File: config.mk
export PLATFORM = sky130hd
export DESIGN_NAME = smb_strap_slave
export DESIGN_NICKNAME = d
export VERILOG_FILES = /design/src/rtl/smb_strap_slave.sv
export SDC_FILE = /design/constraint.sdc
export NUM_CORES = 1
export LEC_CHECK = 0
export BUFFER_PORTS_ARGS = -buffer_cell sky130_fd_sc_hd__buf_4
export CORE_UTILIZATION = 60
export CTS_BUF_LIST = sky130_fd_sc_hd__clkbuf_4 sky130_fd_sc_hd__clkbuf_8 sky130_fd_sc_hd__clkbuf_16
export CTS_CLUSTER_DIAMETER = 50
export DETAILED_ROUTE_END_ITERATION = 10
export PLACE_DENSITY = 0.83
export SLEW_MARGIN = 20
export SYNTH_ARGS = -nofsm -noshare
export SYNTH_HDL_FRONTEND = slang
export SYNTH_SLANG_ARGS = --single-unit
File: constraint.sdc
create_clock -name clk -period 5.5 [get_ports clk]
set_input_delay 0.55 -clock clk [delete_from_list [all_inputs] [get_ports clk]]
set_output_delay 0.55 -clock clk [all_outputs]
set_load 0.03 [all_outputs]
File: src/rtl/smb_strap_slave.sv
module smb_strap_slave #(
  parameter int          TO_TICKS = 30,
  parameter logic [4:0]  ADDR_TOP = 5'b01011
) (
  input  logic       clk,
  input  logic       rst_n,
  input  logic       scl_i,
  input  logic       sda_i,
  output logic       sda_oe,
  input  logic [1:0] strap_pin,
  input  logic       ms_tick,
  output logic [7:0] reg_addr,
  output logic [7:0] reg_wdata,
  output logic       reg_we,
  input  logic [7:0] reg_rdata
);
  localparam int TW = $clog2(TO_TICKS + 1);

  typedef enum logic [2:0] {S_IDLE, S_ADDR, S_AACK, S_WR, S_WACK, S_RD, S_RACK} st_t;

  st_t          st;
  logic [2:0]   scl_p, sda_p;
  logic [3:0]   bcnt;
  logic [7:0]   sh;
  logic         rnw, first;
  logic [1:0]   addr_lo;
  logic [TW-1:0] tcnt;

  wire scl      = scl_p[1];
  wire sda      = sda_p[1];
  wire scl_rise = scl & ~scl_p[2];
  wire scl_fall = ~scl & scl_p[2];
  wire start_c  = scl & scl_p[2] & ~sda & sda_p[2];
  wire stop_c   = scl & scl_p[2] & sda & ~sda_p[2];
  wire timeout  = (tcnt == TO_TICKS[TW-1:0]);

  function automatic logic [1:0] strap_bits(input logic [1:0] s);
    case (s)
      2'b01:   return 2'b10;
      2'b10:   return 2'b01;
      default: return 2'b00;
    endcase
  endfunction

  always_ff @(posedge clk) begin
    if (!rst_n) begin
      scl_p     <= 3'b111;
      sda_p     <= 3'b111;
      st        <= S_IDLE;
      bcnt      <= '0;
      sh        <= '0;
      rnw       <= 1'b0;
      first     <= 1'b0;
      tcnt      <= '0;
      sda_oe    <= 1'b0;
      reg_addr  <= '0;
      reg_wdata <= '0;
      reg_we    <= 1'b0;
      addr_lo   <= strap_bits(strap_pin);
    end else begin
      scl_p  <= {scl_p[1:0], scl_i};
      sda_p  <= {sda_p[1:0], sda_i};
      reg_we <= 1'b0;

      if (scl)                      tcnt <= '0;
      else if (ms_tick && !timeout) tcnt <= tcnt + 1'b1;

      if (start_c) begin
        st     <= S_ADDR;
        bcnt   <= '0;
        sda_oe <= 1'b0;
      end else if (stop_c || timeout) begin
        st     <= S_IDLE;
        sda_oe <= 1'b0;
      end else if (scl_rise) begin
        case (st)
          S_ADDR, S_WR: begin
            sh   <= {sh[6:0], sda};
            bcnt <= bcnt + 4'd1;
          end
          S_RD:   bcnt <= bcnt + 4'd1;
          S_RACK: if (sda) st <= S_IDLE;
          default: ;
        endcase
      end else if (scl_fall) begin
        case (st)
          S_ADDR: if (bcnt == 4'd8) begin
            if (sh[7:1] == {ADDR_TOP, addr_lo}) begin
              st     <= S_AACK;
              sda_oe <= 1'b1;
              rnw    <= sh[0];
            end else begin
              st <= S_IDLE;
            end
          end
          S_AACK: begin
            bcnt <= '0;
            if (rnw) begin
              st     <= S_RD;
              sh     <= reg_rdata;
              sda_oe <= ~reg_rdata[7];
            end else begin
              st     <= S_WR;
              first  <= 1'b1;
              sda_oe <= 1'b0;
            end
          end
          S_WR: if (bcnt == 4'd8) begin
            st     <= S_WACK;
            sda_oe <= 1'b1;
            if (first) reg_addr <= sh;
            else begin
              reg_we    <= 1'b1;
              reg_wdata <= sh;
            end
          end
          S_WACK: begin
            st     <= S_WR;
            sda_oe <= 1'b0;
            bcnt   <= '0;
            first  <= 1'b0;
          end
          S_RD: if (bcnt == 4'd8) begin
            st     <= S_RACK;
            sda_oe <= 1'b0;
          end else begin
            sh     <= {sh[6:0], 1'b0};
            sda_oe <= ~sh[6];
          end
          S_RACK: begin
            st     <= S_RD;
            bcnt   <= '0;
            sh     <= reg_rdata;
            sda_oe <= ~reg_rdata[7];
          end
          default: ;
        endcase
      end
    end
  end
endmodule

==> results of run 1 <==
## area by class of cell
type,instances,share of cell area (%)
multi-input combinational,178,47.2
clock buffer,7,3.33
sequential,48,36.3
timing repair buffer,32,8.88
inverter,13,1.80
clock inverter,1,0.324
tap,48,2.22
## cell usage in the layout, fill, tap and decap left out, drive strengths merged, types with 7 or more instances in the layout
cell type | synthesis | routed
a211oi | 9 | 9
buf | 9 | 32
clkbuf | 4 | 7
dfxtp | 46 | 46
ha | 8 | 8
inv | 13 | 13
mux2i | 29 | 29
nand2 | 9 | 9
nand2b | 8 | 8
nor2 | 49 | 49
## kinds of logic after synthesis
family | synth area share, %
compound gates | 13.5
xor+xnor | 3.31
mux | 12.8
simple gates | 19.6
buf+inv | 5.40
fa+ha+maj | 4.20
flops | 41.1
## through the flow
step	std cells	cell area [um2]	util [%]	hold WS, ns
5_1_grt	327	2700	72.2	0.437
3_3_place_gp	319	2610	69.6	0.389
6_report	327	2700	72.2	0.417
3_5_place_dp	319	2610	69.6	0.397
2_1_floorplan	252	2380	-	0.386
4_1_cts	327	2700	72.2	0.418
## power groups by stage
| stage | Combinational [mW] | Clock, mW | Sequential, mW |
|---|---|---|---|
| finish | 0.0379 | 0.226 | 0.359 |
| global route | 0.0414 | 0.239 | 0.360 |
| CTS | 0.0381 | 0.226 | 0.359 |
| detailed placement | 0.0377 | 0 | 0.367 |
| global placement | 0.0369 | 0 | 0.367 |
| floorplan | 0.0263 | 0 | 0.365 |
## per-layer routing
metal | global-route usage, % | wire [um]
met3 | 5.81 | 238
met4 | 9.24 | 53
met2 | 37.1 | 2220
met1 | 33.4 | 2280
met5 | 0 | 0
## state kept, by name, summed over array words and instances (netlist names), 2 cells and up
register / flops
reg_addr: 8
reg_wdata: 8
sh: 8
tcnt: 5
bcnt: 4
scl_p: 3
sda_p: 3
st: 3
addr_lo: 2
## worst min-delay path by stage
| stage | start | end | cells past startpoint |
|---|---|---|---|
| after floorplan | scl_p[0]$_SDFF_PN1_ | scl_p[1]$_SDFF_PN1_ | 1 |
| after global placement | sda_p[0]$_SDFF_PN1_ | sda_p[1]$_SDFF_PN1_ | 1 |
| after detailed placement | sda_p[0]$_SDFF_PN1_ | sda_p[1]$_SDFF_PN1_ | 1 |
| after CTS | sda_p[0]$_SDFF_PN1_ | sda_p[1]$_SDFF_PN1_ | 1 |
| after global routing | scl_p[0]$_SDFF_PN1_ | scl_p[1]$_SDFF_PN1_ | 1 |
| final | sda_p[0]$_SDFF_PN1_ | sda_p[1]$_SDFF_PN1_ | 1 |
==> results.toml, run 1 <==
[setup_path]
reg2reg_depth = 7
cp-start-kind = "flip-flop"
crit_end = "reg_wdata[5]$_SDFFE_PN0P_"
worstPathCellList = "inv_1 -> ha_1 -> nor2b_1 -> o211a_1 -> and4b_1 -> mux2i_1 -> nor2_1"
worstPathRequired_ns = 5.65
rr_startpoint = "scl_p[2]$_SDFF_PN1_"
cp.depth = 7
cp_max_fo = 16
arrival_ns = 2.49
crit_start = "scl_p[2]$_SDFF_PN1_"
path_class = "flip-flop to flip-flop"
cp_num_buf_inv = 1
max_stage_delay_ns = 0.55
endpoint_kind = "flip-flop"
regToRegEndpoint = "reg_wdata[5]$_SDFFE_PN0P_"
crit_slowest_cell = "and4b_1"
regToRegSetupSlack_ns = 3.17
critPathTopFamily = "simple AND/OR/NAND/NOR gates"

[detailed_routing]
ant_nets = 0
dr.pass1.iters = 4
wirelength_um = 4800
wl_per_cell_um = 14.7
first_iter_violations = 302
drc_errors = 0
vias = 1856
vias_per_cell = 5.68

[power_and_ir_drop]
power_frac_seq_pct = 57.7
cellLeakagePower_nw = 1.18
power_switching_mw = 0.144
comb_power_share_pct = 6.1
clock_power_share_pct = 36.2
p_total_mw = 0.623
p_int_mw = 0.479
switching_share_pct = 23.1
max-vdd-ir-drop_v = 0.000168
p_per_area_nw_per_um2 = 230

[synthesis]
netlist_instances = 252
yosysSeqAreaShare_pct = 41.1
yosysMostFrequentCell = "nor2_1"
synth_top_area_share_pct = 38.6
synth.distinct_cells = 53
synthFlopType = "dfxtp_1"
synth_edf_count = 2
async_flop_share_pct = 0
synth_largest_area_cell = "dfxtp_1"
synthTopCellsByCount = "nor2_1, dfxtp_1, mux2i_1"
syn_nets = 275
synth_area_leaders = "dfxtp_1, mux2i_1, nor2_1, ha_1, edfxtp_1"
ys_ff_latch = 48
avgSynthCellArea_um2 = 9.46
synth_area_um2 = 2380
yosysWarnings = 0

[layout]
diodes = 0
ff_latch_area_um2 = 981
syn2layout_area_growth_pct = 13.4
multi_input_area_um2 = 1270
fillers = 296
fin_nets = 301
drive_gt1_share_pct = 18.6

[die]
die_h_um = 65.0
dieArea_um2 = 4230
ios = 33
start_util_pct = 63.7
core-area_um2 = 3740
die_x_um = 65.0
rows = 22

[grt]
grt_max_degree = 31
grt_pass1_wl_um = 7880
gr-total-overflow = 0
track_usage_pct = 24.4
grt_pass1_vias = 1645
antenna_found_initial = 0

[timing]
fmax_ghz = 0.428
setup_ws_ns = 3.17
final.period_utilization_pct = 42.4
final-setup-viol-count = 0
hold_viol = 0
setup_tns_ns = 0
rsz0062_at_grt = "false"
tightest_slew_ns = 0.942
final.setup_skew_ns = 0.00535
slew_headroom_pct = 37.1
min_period_ns = 2.33
finalMaxSlewViolations = 0

[clock_network]
cts_tree = "built"
clk_pin_slew_worst_paths_ns = 0.08
cts-root-buf = "clkbuf_8"
cts_inserted_buffers = 5
clk_latency_ns = 0.30
cts_hold_buf = 0
htree_levels = 2
cts_sinks = 48
cts_setup_buffers = 0
clockBufferDepth = 2
cts_resized = 0

[placement]
pre_cts_slack_ns = 3.21
portBuffers = 32
gp_congestion = 0.929
place_hpwl_um = 3380

[worst_hold_path]
hp-class = "flip-flop to flip-flop"

[run]
maxCapViolations = 0

[run_status]
status = "finished, final reports clean"
Note: power is estimated with default switching activity, not from simulation.
==> run 2: changes to the inputs <==
CORE_UTILIZATION = 51   (was 60)
PLACE_DENSITY = 0.75   (was 0.83)
clock period = 2 ns   (was 5.5 ns; I/O delays follow)
==> results.toml, run 2 (same netlist as run 1, synthesis figures left out) <==
[run_status]
status = "finished, final reports clean"

[grt]
grt_max_degree = 20
gr-total-overflow = 0
grt_pass1_vias = 1780
track_usage_pct = 20.5
grt_pass1_wl_um = 8200
antenna_found_initial = 0

[die]
rows = 24
ios = 33
dieArea_um2 = 4950
die_x_um = 70.4
start_util_pct = 54.0
die_h_um = 70.4
core-area_um2 = 4410

[timing]
fmax_ghz = 0.536
final-setup-viol-count = 0
rsz0062_at_grt = "false"
tightest_slew_ns = 0.433
setup_ws_ns = 0.133
slew_headroom_pct = 71.1
min_period_ns = 1.87
finalMaxSlewViolations = 0
final.setup_skew_ns = 0.00641
hold_viol = 0
final.period_utilization_pct = 93.3

[detailed_routing]
wl_met2_um = 2200
vias_per_cell = 5.43
wl_met3_um = 128
wl_per_cell_um = 14.1
drc_errors = 0
wl_met1_um = 2520
first_iter_violations = 141
top_layer = "met4"
dr.pass1.iters = 4
vias = 1888
wirelength_um = 4900
ant_nets = 0

[setup_path]
arrival_ns = 2.06
path_class = "flip-flop to flip-flop"
cp_max_fo = 4
endpoint_kind = "flip-flop"
reg2reg_depth = 7
worstPathRequired_ns = 2.19
regToRegSetupSlack_ns = 0.13
cp-start-kind = "flip-flop"

[clock_network]
cts_sinks = 48
cts-root-buf = "clkbuf_8"
cts_inserted_buffers = 5
htree_levels = 2
cts_tree = "built"
cts_hold_buf = 0
clk_pin_slew_worst_paths_ns = 0.09
cts_setup_buffers = 0
clk_latency_ns = 0.31
clockBufferDepth = 2

[layout]
diodes = 0
fillers = 367
syn2layout_area_growth_pct = 23.0
drive_gt1_share_pct = 26.4
final_util_pct = 66.4
fin_nets = 318
ff_latch_area_um2 = 987
layout_commonest_cell = "nor2_1"
final_cell_mix = "nor2_1, buf_4, dfxtp_1, mux2i_1, inv_1"
multi_input_area_um2 = 1300
reg_top3 = "reg_addr x8, reg_wdata x8, sh x8"

[placement]
gp_congestion = 0.901
place_hpwl_um = 3600
pre_cts_slack_ns = -0.00838
portBuffers = 32

[power_and_ir_drop]
p_per_area_nw_per_um2 = 667
max-vdd-ir-drop_v = 0.000738
cellLeakagePower_nw = 1.29

[run]
maxCapViolations = 0

[worst_hold_path]
hp-class = "input port to flip-flop"
hold_depth = 2
-- run 2: cell count changes in the layout (fill, tap and decap cells not counted), sizes merged --
cell	delta
buf	+17
bufinv	+2
clkbuf	-2
clkinv	-1
inv	+1
-- run 2: metal layers --
layer,vias up,track usage (%)
met5,-,0
met4,0,6.00
met3,6,3.46
met2,28,32.5
met1,882,28.6
li1,972,-
-- run 2: layout make-up --
cell class,count,share of cell area (%)
clock buffer,5,2.35
clock inverter,3,2.35
inverter,13,1.66
multi-input combinational,178,44.4
sequential,48,33.7
tap,52,2.22
timing repair buffer,49,13.4
-- run 2: metrics by stage --
stage	hold WS [ns]	setup TNS [ns]	instance area [um2]	power [mW]	std cells
detailed placement	0.388	-0.00838	2760	1.12	340
floorplan	0.273	0	2380	1.07	252
CTS	0.0710	0	2900	1.96	348
global placement	0.381	0	2760	1.12	340
global route	0.0809	0	2930	2.02	348
finish	0.0733	0	2930	1.96	348
-- run 2: worst paths after layout --
kind,to,startpoint
worst min-delay path,sda_p[0]$_SDFF_PN1_,sda_i
worst max-delay path,bcnt[2]$_SDFFE_PP0P_,tcnt[0]$_SDFFE_PP0P_
worst max register to register,bcnt[2]$_SDFFE_PP0P_,tcnt[0]$_SDFFE_PP0P_
worst min register to register,scl_p[1]$_SDFF_PN1_,scl_p[0]$_SDFF_PN1_
-- run 2: repair_timing --
action | 4_1_cts | 5_1_grt
pin swaps | 1 | 2
resized for setup | 2 | 8
endpoints found under the setup margin | 7 | 8
-- run 2: worst max-delay path, stage by stage (launching register included) --
cell and delay, ns:
dfxtp_1 0.34, inv_1 0.04, ha_1 0.18, and4_1 0.26, or2_4 0.29, a2111oi_2 0.43, xnor2_1 0.16, nor2_1 0.05
-- run 2: power by group --
| part | internal (mW) | total (mW) | switching [mW] |
|---|---|---|---|
| Combinational | 0.0545 | 0.120 | 0.0655 |
| Sequential | 0.972 | 0.983 | 0.0108 |
| Clock | 0.504 | 0.854 | 0.351 |
| Total | 1.53 | 1.96 | 0.427 |
==> run 3: changes to the inputs <==
CORE_UTILIZATION = 50   (was 51)
PLACE_DENSITY = 0.74   (was 0.75)
==> results.toml, run 3 (same netlist as run 1, synthesis figures left out) <==
[setup_path]
critPathTopFamily = "simple AND/OR/NAND/NOR gates"
max_stage_delay_ns = 0.45
regToRegSetupSlack_ns = 0.16
worstPathCellList = "inv_1 -> ha_2 -> or3_1 -> a211o_1 -> mux2_4 -> nor2_2"
cp_max_fo = 8
reg2reg_depth = 6
cp-start-kind = "flip-flop"
endpoint_kind = "flip-flop"
crit_slowest_cell = "or3_1"
cp_num_buf_inv = 1
regToRegEndpoint = "bcnt[1]$_SDFFE_PP0P_"
path_class = "flip-flop to flip-flop"
rr_startpoint = "scl_p[2]$_SDFF_PN1_"
worstPathRequired_ns = 2.23
arrival_ns = 2.07

[timing]
final-setup-viol-count = 0
hold_viol = 0
final.setup_skew_ns = 0.00406
finalMaxSlewViolations = 0
tightest_slew_ns = 0.420
setup_tns_ns = 0
setup_ws_ns = 0.163
holdWs_ns = 0.0823
final.period_utilization_pct = 91.8
slew_headroom_pct = 71.8
rsz0062_at_grt = "false"
min_period_ns = 1.84
fmax_ghz = 0.544

[power_and_ir_drop]
cellLeakagePower_nw = 1.27
p_per_area_nw_per_um2 = 601
max-vdd-ir-drop_v = 0.000544
p_total_mw = 1.72

[layout]
fin_nets = 317
final_cell_mix = "nor2_1, buf_4, dfxtp_1, mux2i_1, inv_1"
diodes = 0
drive_gt1_share_pct = 26.1
syn2layout_area_growth_pct = 20.3
fillers = 381
final_area_um2 = 2870
reg_top3 = "reg_addr x8, reg_wdata x8, sh x8"

[clock_network]
clk_pin_slew_worst_paths_ns = 0.09
cts_setup_buffers = 0
clk_latency_ns = 0.29
htree_levels = 2
cts_inserted_buffers = 5
cts_sinks = 48
clockBufferDepth = 2
cts_hold_buf = 0
cts_resized = 0
cts-root-buf = "clkbuf_8"
cts_tree = "built"

[placement]
portBuffers = 32
gp_congestion = 0.849
place_hpwl_um = 3670
postPlaceCellArea_um2 = 2740
pre_cts_slack_ns = 0.0608

[grt]
grt_max_degree = 17
gr-total-overflow = 0
track_usage_pct = 19.8
antenna_found_initial = 0
grt_pass1_wl_um = 7980
grt_pass1_vias = 1687

[detailed_routing]
wirelength_um = 4790
ant_nets = 0
wl_per_cell_um = 13.8
dr.pass1.iters = 6
first_iter_violations = 143
vias_per_cell = 5.48
vias = 1900
drc_errors = 0

[worst_hold_path]
hold-path-endpoint = "scl_p[0]$_SDFF_PN1_"
hp-class = "input port to flip-flop"
worstHoldStart = "scl_i"
hold_depth = 2

[die]
die_h_um = 71.1
rows = 24
die_x_um = 71.1
dieArea_um2 = 5050
start_util_pct = 53.3
ios = 33
core-area_um2 = 4470

[run_status]
status = "finished, final reports clean"

[run]
maxCapViolations = 0
run 3: worst register-to-register path, stage by stage, from the launching register on:
cell	delay (ns)
dfxtp_2	0.36
inv_1	0.05
ha_2	0.21
or3_1	0.45
a211o_1	0.33
mux2_4	0.31
nor2_2	0.07
run 3: per-stage QoR:
stage,util (%),cells
after floorplan,-,252
after global placement,61.3,339
after detailed placement,61.3,339
after CTS,63.5,347
after global routing,64.1,347
final,64.1,347
run 3: worst max path at each step:
stage                                     from                    to  cells past startpoint
final                      scl_p[2]$_SDFF_PN1_  bcnt[1]$_SDFFE_PP0P_                      6
after global routing      bcnt[0]$_SDFFE_PP0P_    sh[5]$_SDFFE_PN0P_                      8
after global placement    bcnt[0]$_SDFFE_PP0P_    sh[2]$_SDFFE_PN0P_                      8
after detailed placement  bcnt[0]$_SDFFE_PP0P_    sh[5]$_SDFFE_PN0P_                      8
after CTS                 bcnt[0]$_SDFFE_PP0P_    sh[5]$_SDFFE_PN0P_                      8
after floorplan           tcnt[0]$_SDFFE_PP0P_  bcnt[1]$_SDFFE_PP0P_                      8
run 3: power by group:
group	total, mW	internal (mW)	switching, mW
Clock	0.618	0.297	0.321
Sequential	0.983	0.972	0.0107
Combinational	0.122	0.0557	0.0660
Total	1.72	1.33	0.398
run 3: layer usage:
metal	global-route usage (%)	up-vias	wire length, um
met1	28.6	886	2400
met5	0	-	0
met2	30.3	42	2190
met4	5.11	0	45
met3	4.13	4	162
li1	-	968	-
run 3: final cells by class:
type	instances	area, um2	share of cell area, %
clock buffer	7	90.1	3.14
multi-input combinational	178	1300	45.2
tap	52	65.1	2.27
timing repair buffer	48	373	13.0
clock inverter	1	8.76	0.305
sequential	48	987	34.4
inverter	13	48.8	1.70
